--- src/rtl/erg_pkg.sv ---
package erg_pkg;
  localparam int WORD_W = 32;
  localparam int RES_W  = 64;
  localparam logic [1:0] SEL_LO   = 2'd0;
  localparam logic [1:0] SEL_MID  = 2'd1;
  localparam logic [1:0] SEL_TOP  = 2'd2;
  localparam logic [1:0] SEL_NONE = 2'd3;
endpackage

--- src/rtl/erg_lfsr_core.sv ---
module erg_lfsr_core
  import erg_pkg::*;
#(
  parameter int           W    = 81,
  parameter int           NSRC = 24,
  parameter logic [W-1:0] TAPS = (W'(1) << (W-1)) | (W'(1) << (W-5))
) (
  input  logic              clk,
  input  logic              rst,
  input  logic              sample_stb,
  input  logic [NSRC-1:0]   src_bits,
  input  logic [NSRC-1:0]   src_en,
  input  logic              test_mode,
  input  logic              no_fb_req,
  input  logic              wr_en,
  input  logic [1:0]        wr_sel,
  input  logic [WORD_W-1:0] wr_data,
  output logic [W-1:0]      state_o,
  output logic              test_active_o
);
  localparam int TOP_W = W - 2*WORD_W;

  logic [W-1:0] state_q, state_d;
  logic         tm_q;
  logic         ent, fb, nofb_eff, step, shin, entering, wr_hit;

  // parity of enabled sources, XNOR feedback over the tap mask
  assign ent      = ^(src_bits & src_en);
  assign fb       = ~(^(state_q & TAPS));
  assign nofb_eff = no_fb_req & tm_q;
  assign step     = sample_stb | nofb_eff;
  assign shin     = nofb_eff ? ent : (fb ^ ent);
  assign entering = test_mode & ~tm_q;
  assign wr_hit   = wr_en & tm_q & (wr_sel != SEL_NONE);

  always_comb begin
    state_d = state_q;
    if (wr_hit) begin
      case (wr_sel)
        SEL_LO:  state_d[WORD_W-1:0]        = wr_data;
        SEL_MID: state_d[2*WORD_W-1:WORD_W] = wr_data;
        default: state_d[W-1:2*WORD_W]      = wr_data[TOP_W-1:0];
      endcase
    end else if (step) begin
      state_d = {state_q[W-2:0], shin};
    end
  end

  always_ff @(posedge clk) begin
    if (rst) begin
      state_q <= '0;
      tm_q    <= 1'b0;
    end else begin
      tm_q    <= test_mode;
      state_q <= entering ? '0 : state_d;
    end
  end

  assign state_o       = state_q;
  assign test_active_o = tm_q;

  // entering test mode clears the register
  a_r5_entry_clears: assert property (@(posedge clk) disable iff (rst)
    (test_mode && !tm_q) |=> (state_q == '0));

  // idle cycle keeps the register
  a_r3_hold: assert property (@(posedge clk) disable iff (rst)
    (!sample_stb && !nofb_eff && !wr_hit && !entering) |=> $stable(state_q));

  // bypass shifts in only the source parity
  a_r8_plain_shift: assert property (@(posedge clk) disable iff (rst)
    (nofb_eff && !wr_hit && !entering) |=>
      (state_q == {$past(state_q[W-2:0]), $past(ent)}));

  // all-ones is the lockup state with feedback and zero parity
  a_r10_lockup: assert property (@(posedge clk) disable iff (rst)
    ((&state_q) && sample_stb && !nofb_eff && !wr_hit && !entering && !ent)
      |=> (&state_q));
endmodule

--- src/rtl/erg_word_port.sv ---
module erg_word_port
  import erg_pkg::*;
#(
  parameter int W = 81
) (
  input  logic              clk,
  input  logic              rst,
  input  logic              test_active,
  input  logic [1:0]        rd_sel,
  input  logic [W-1:0]      state,
  output logic [WORD_W-1:0] rd_data
);
  localparam int TOP_W = W - 2*WORD_W;

  logic [WORD_W-1:0] words [3];
  logic [WORD_W-1:0] mux;

  generate
    if (TOP_W == WORD_W) begin : g_full_top
      assign words[2] = state[W-1:2*WORD_W];
    end else begin : g_pad_top
      assign words[2] = {{(WORD_W-TOP_W){1'b0}}, state[W-1:2*WORD_W]};
    end
  endgenerate
  assign words[0] = state[WORD_W-1:0];
  assign words[1] = state[2*WORD_W-1:WORD_W];

  always_comb begin
    mux = '0;
    if (test_active && rd_sel != SEL_NONE) mux = words[rd_sel];
  end

  always_ff @(posedge clk) begin
    if (rst) rd_data <= '0;
    else     rd_data <= mux;
  end

  // access closed reads zero
  a_r6_blocked: assert property (@(posedge clk) disable iff (rst)
    !test_active |=> (rd_data == '0));
endmodule

--- src/rtl/erg_result_reg.sv ---
module erg_result_reg
  import erg_pkg::*;
(
  input  logic             clk,
  input  logic             rst,
  input  logic             req,
  input  logic [RES_W-1:0] low_bits,
  output logic [RES_W-1:0] data,
  output logic             vld
);
  always_ff @(posedge clk) begin
    if (rst) begin
      data <= '0;
      vld  <= 1'b0;
    end else begin
      vld <= req;
      if (req) data <= low_bits;
    end
  end

  // request yields the prior low bits one cycle later
  a_r9_capture: assert property (@(posedge clk) disable iff (rst)
    req |=> (vld && data == $past(low_bits)));
  a_r9_single: assert property (@(posedge clk) disable iff (rst)
    !req |=> !vld);
endmodule

--- src/rtl/erg_accum.sv ---
module erg_accum
  import erg_pkg::*;
#(
  parameter int W    = 81,
  parameter int NSRC = 24
) (
  input  logic              clk,
  input  logic              rst,
  input  logic              sample_stb,
  input  logic [NSRC-1:0]   src_bits,
  input  logic [NSRC-1:0]   src_en,
  input  logic              test_mode,
  input  logic              no_fb_req,
  input  logic              wr_en,
  input  logic [1:0]        wr_sel,
  input  logic [WORD_W-1:0] wr_data,
  input  logic [1:0]        rd_sel,
  output logic [WORD_W-1:0] rd_data,
  input  logic              result_req,
  output logic [RES_W-1:0]  result_data,
  output logic              result_vld
);
  logic [W-1:0] state;
  logic         test_active;

  erg_lfsr_core #(.W(W), .NSRC(NSRC)) u_core (
    .clk(clk), .rst(rst), .sample_stb(sample_stb),
    .src_bits(src_bits), .src_en(src_en),
    .test_mode(test_mode), .no_fb_req(no_fb_req),
    .wr_en(wr_en), .wr_sel(wr_sel), .wr_data(wr_data),
    .state_o(state), .test_active_o(test_active)
  );

  erg_word_port #(.W(W)) u_port (
    .clk(clk), .rst(rst), .test_active(test_active),
    .rd_sel(rd_sel), .state(state), .rd_data(rd_data)
  );

  erg_result_reg u_res (
    .clk(clk), .rst(rst), .req(result_req),
    .low_bits(state[RES_W-1:0]), .data(result_data), .vld(result_vld)
  );
endmodule

--- config.mk ---
export PLATFORM = sky130hd
export DESIGN_NAME = erg_accum
export DESIGN_NICKNAME = d
export VERILOG_FILES = /design/src/rtl/erg_pkg.sv /design/src/rtl/erg_lfsr_core.sv /design/src/rtl/erg_word_port.sv /design/src/rtl/erg_result_reg.sv /design/src/rtl/erg_accum.sv
export SDC_FILE = /design/constraint.sdc
export NUM_CORES = 1
export LEC_CHECK = 0
export BUFFER_PORTS_ARGS = -buffer_cell sky130_fd_sc_hd__buf_2
export CORE_MARGIN = 2
export CORE_UTILIZATION = 25
export CTS_BUF_LIST = sky130_fd_sc_hd__clkbuf_4
export DETAILED_ROUTE_END_ITERATION = 8
export HOLD_SLACK_MARGIN = 0.05
export PLACE_DENSITY = 0.5
export SYNTH_ARGS = -nofsm -noshare
export SYNTH_HDL_FRONTEND = slang
export SYNTH_SLANG_ARGS = --single-unit
--- constraint.sdc ---
create_clock -name clk -period 2.3 [get_ports clk]
set_input_delay 0.345 -clock clk [delete_from_list [all_inputs] [get_ports clk]]
set_output_delay 0.345 -clock clk [all_outputs]
set_load 0.02 [all_outputs]
==> flow_summary.json <==
{
  "status": "finished clean",
  "synth.net_count": 902,
  "peakVddDrop_mv": 0.276,
  "powerDensity_mw_per_mm2": 688,
  "timing.final.crit_share": 0.880,
  "clkSinkCount": 179,
  "drt_iter0_drc": 259,
  "row_count": 62,
  "total_power_mw": 6.24,
  "p_leak_nw": 4.01,
  "wl_per_cell_um": 15.8,
  "path_clk_slew_ps": 190,
  "finalWirelength_mm": 21.7,
  "r2r-end": "u_core.state_o[41]",
  "reg2reg_from": "u_core.test_active_o",
  "reg2reg_slack_ps": 280,
  "hpwl_mm": 15.0,
  "min_to": "u_core.state_o[17]",
  "fillers": 3106,
  "die_w_um": 175,
  "fin_tns_setup_ps": 0,
  "ant_nets": 0,
  "vias": 6146,
  "tritoncts": "built",
  "synth_top_area_share": 0.491,
  "grt_max_degree": 82,
  "critical_path_class": "reg -> reg",
  "grt_remaining_overflow": 0,
  "vias_per_cell": 4.47,
  "hold_path_startpoint": "wr_data[17]",
  "ys_types": 24,
  "tightest_slew_ps": 985,
  "coreArea_mm2": 0.0287,
  "maxSlewViolCount": 0,
  "min_period_ps": 2020,
  "clock_latency_ps": 620,
  "die_area_mm2": 0.0306,
  "ys_top_cells_by_count": "nor2_1, dfxtp_1, a21oi_1, mux2i_1, a211oi_1",
  "rsz0062_at_grt": "no",
  "port-buffer-count": 187,
  "hold_class": "in -> reg",
  "gp_congestion": 0.759,
  "post-route-drc-count": 0,
  "startpoint_type": "flop",
  "cts-resized-gates": 0,
  "drv_cap": 0,
  "timing.fmax_ghz": 0.494,
  "pin_count": 188,
  "synth_cells": 811,
  "htree_levels": 4,
  "cts_max_path_buffers": 2,
  "syn_area_per_cell_um2": 9.00,
  "synth_top_flop_cell": "dfxtp_1",
  "synth.most_common_cell": "nor2_1",
  "r2r_cells": 7,
  "yosys.area.top_type": "dfxtp_1",
  "cp-end-kind": "flop",
  "grt_pass1_wl_mm": 34.1,
  "whs_path_depth": 4,
  "drive_gt1_frac": 0.248,
  "grt_usage": 0.143,
  "numCtsBuffers": 17,
  "seq_area_frac_synth": 0.491,
  "synth-edff-count": 0,
  "synth_area_mm2": 0.00730,
  "crit_fanout": 34,
  "yosys-top-cells-area": "dfxtp_1, mux2i_1, nor2_1, a211oi_1, a21oi_1",
  "cp.required_ps": 2820,
  "setup_violations": 0,
  "start_util": 0.254,
  "cp.arrival_ps": 2540,
  "post_cts_buffers": 0,
  "drt_pass1_iterations": 4,
  "synthArstFlopShare": 0,
  "antenna_found_initial": 1,
  "skew_ps": 31.7,
  "ctsRootBufferMaster": "clkbuf_4",
  "synth_seq_cells": 179,
  "slew_headroom": 0.344,
  "hold_viol_final": 0,
  "grt_pass1_vias": 5942,
  "syn_to_final_growth_pct": 24.2,
  "nNetsFinal": 1066,
  "ys.warnings.count": 0,
  "chipHeight_um": 175
}
==> power by group <==
part | switching (mW) | total [mW] | internal, mW
clock network | 1.34 | 1.96 | 0.613
logic | 0.518 | 0.933 | 0.415
registers | 0.116 | 3.35 | 3.23
total | 1.98 | 6.24 | 4.26
==> metal layers <==
metal	vias to the layer above	share of wire	GRT usage
li1	3120	-	-
met1	2850	0.49	0.196
met2	161	0.45	0.229
met3	15	0.047	0.0307
met4	0	0.012	0.0382
met5	-	0	0
==> kinds of logic (layout without fill, tap and decap cells) <==
group / count (synthesis) / count (layout) / synth area share
mux: 96 / 96 / 0.132
flops: 179 / 179 / 0.491
other cells: 0 / 2 / 0
buf+inv: 65 / 242 / 0.0367
simple gates: 259 / 259 / 0.146
xor+xnor: 24 / 24 / 0.0336
compound gates: 188 / 188 / 0.162
==> critical path, cell delays in order, from the launching register on <==
cell and delay, ps:
dfxtp_1 370, buf_4 170, nand2_1 140, nor2_1 90, nor2_4 590, buf_12 270, nor2_1 60, a211oi_1 200
==> flip-flops by register name, indices dropped and copies added, names as in the netlist <==
signal	count
u_core.state_o	81
u_port.rd_data	32
u_core.test_active_o	1
u_res.data	64
u_res.vld	1
==> area by class of cell <==
cell class / instances / area [µm²] / area share
multi-input cells: 567 / 3470 / 0.383
repair buffers: 208 / 1200 / 0.133
flip-flops and latches: 179 / 3580 / 0.395
diodes: 2 / 5.00 / 0.000552
clock buffers: 17 / 128 / 0.0141
inverters: 2 / 7.51 / 0.000828
clock inverters: 15 / 183 / 0.0202
well taps: 384 / 480 / 0.0530
==> metrics by stage <==
| stage | hold WS (ps) | setup slack [ps] | instance area (µm²) | utilization | instances |
|---|---|---|---|---|---|
| 2_1_floorplan | 473 | 487 | 7300 | - | 811 |
| 3_5_place_dp | 479 | 51.2 | 8730 | 0.304 | 1338 |
| 5_1_grt | 102 | 121 | 9060 | 0.316 | 1374 |
| 6_report | 159 | 277 | 9060 | 0.316 | 1374 |
| 3_3_place_gp | 469 | 114 | 8730 | 0.304 | 1338 |
| 4_1_cts | 74.1 | 229 | 9060 | 0.316 | 1372 |
==> worst max path at each step <==
stage	from	end	slack, ps
2_1_floorplan	src_bits[18]	u_core.state_o[0]	490
3_3_place_gp	wr_sel[1]	u_core.state_o[10]	110
3_5_place_dp	wr_sel[1]	u_core.state_o[19]	50
5_1_grt	u_core.test_active_o	u_core.state_o[50]	120
6_report	u_core.test_active_o	u_core.state_o[41]	280
4_1_cts	u_core.test_active_o	u_core.state_o[25]	230
==> placed cells by master, fill, tap and decap left out, types with 2 or more instances in the layout <==
master	n
a211oi_1	81
a21o_2	2
a21oi_1	99
and2_1	32
buf_12	8
buf_2	186
buf_4	12
clkbuf_4	17
clkinv_8	3
dfxtp_1	179
diode_2	2
dlygate4sd3_1	2
inv_1	2
inv_6	5
inv_8	5
mux2i_1	96
nand2_1	27
nor2_1	195
nor2b_1	3
xnor2_1	15
xnor3_1	2
xor2_1	6
==> timing repair <==
item / CTS / global route
hold buffers: 2 / 0
endpoints found under the setup margin: 0 / 0
hold endpoints to repair: 2 / 0
(Power assumes the default switching activity.)
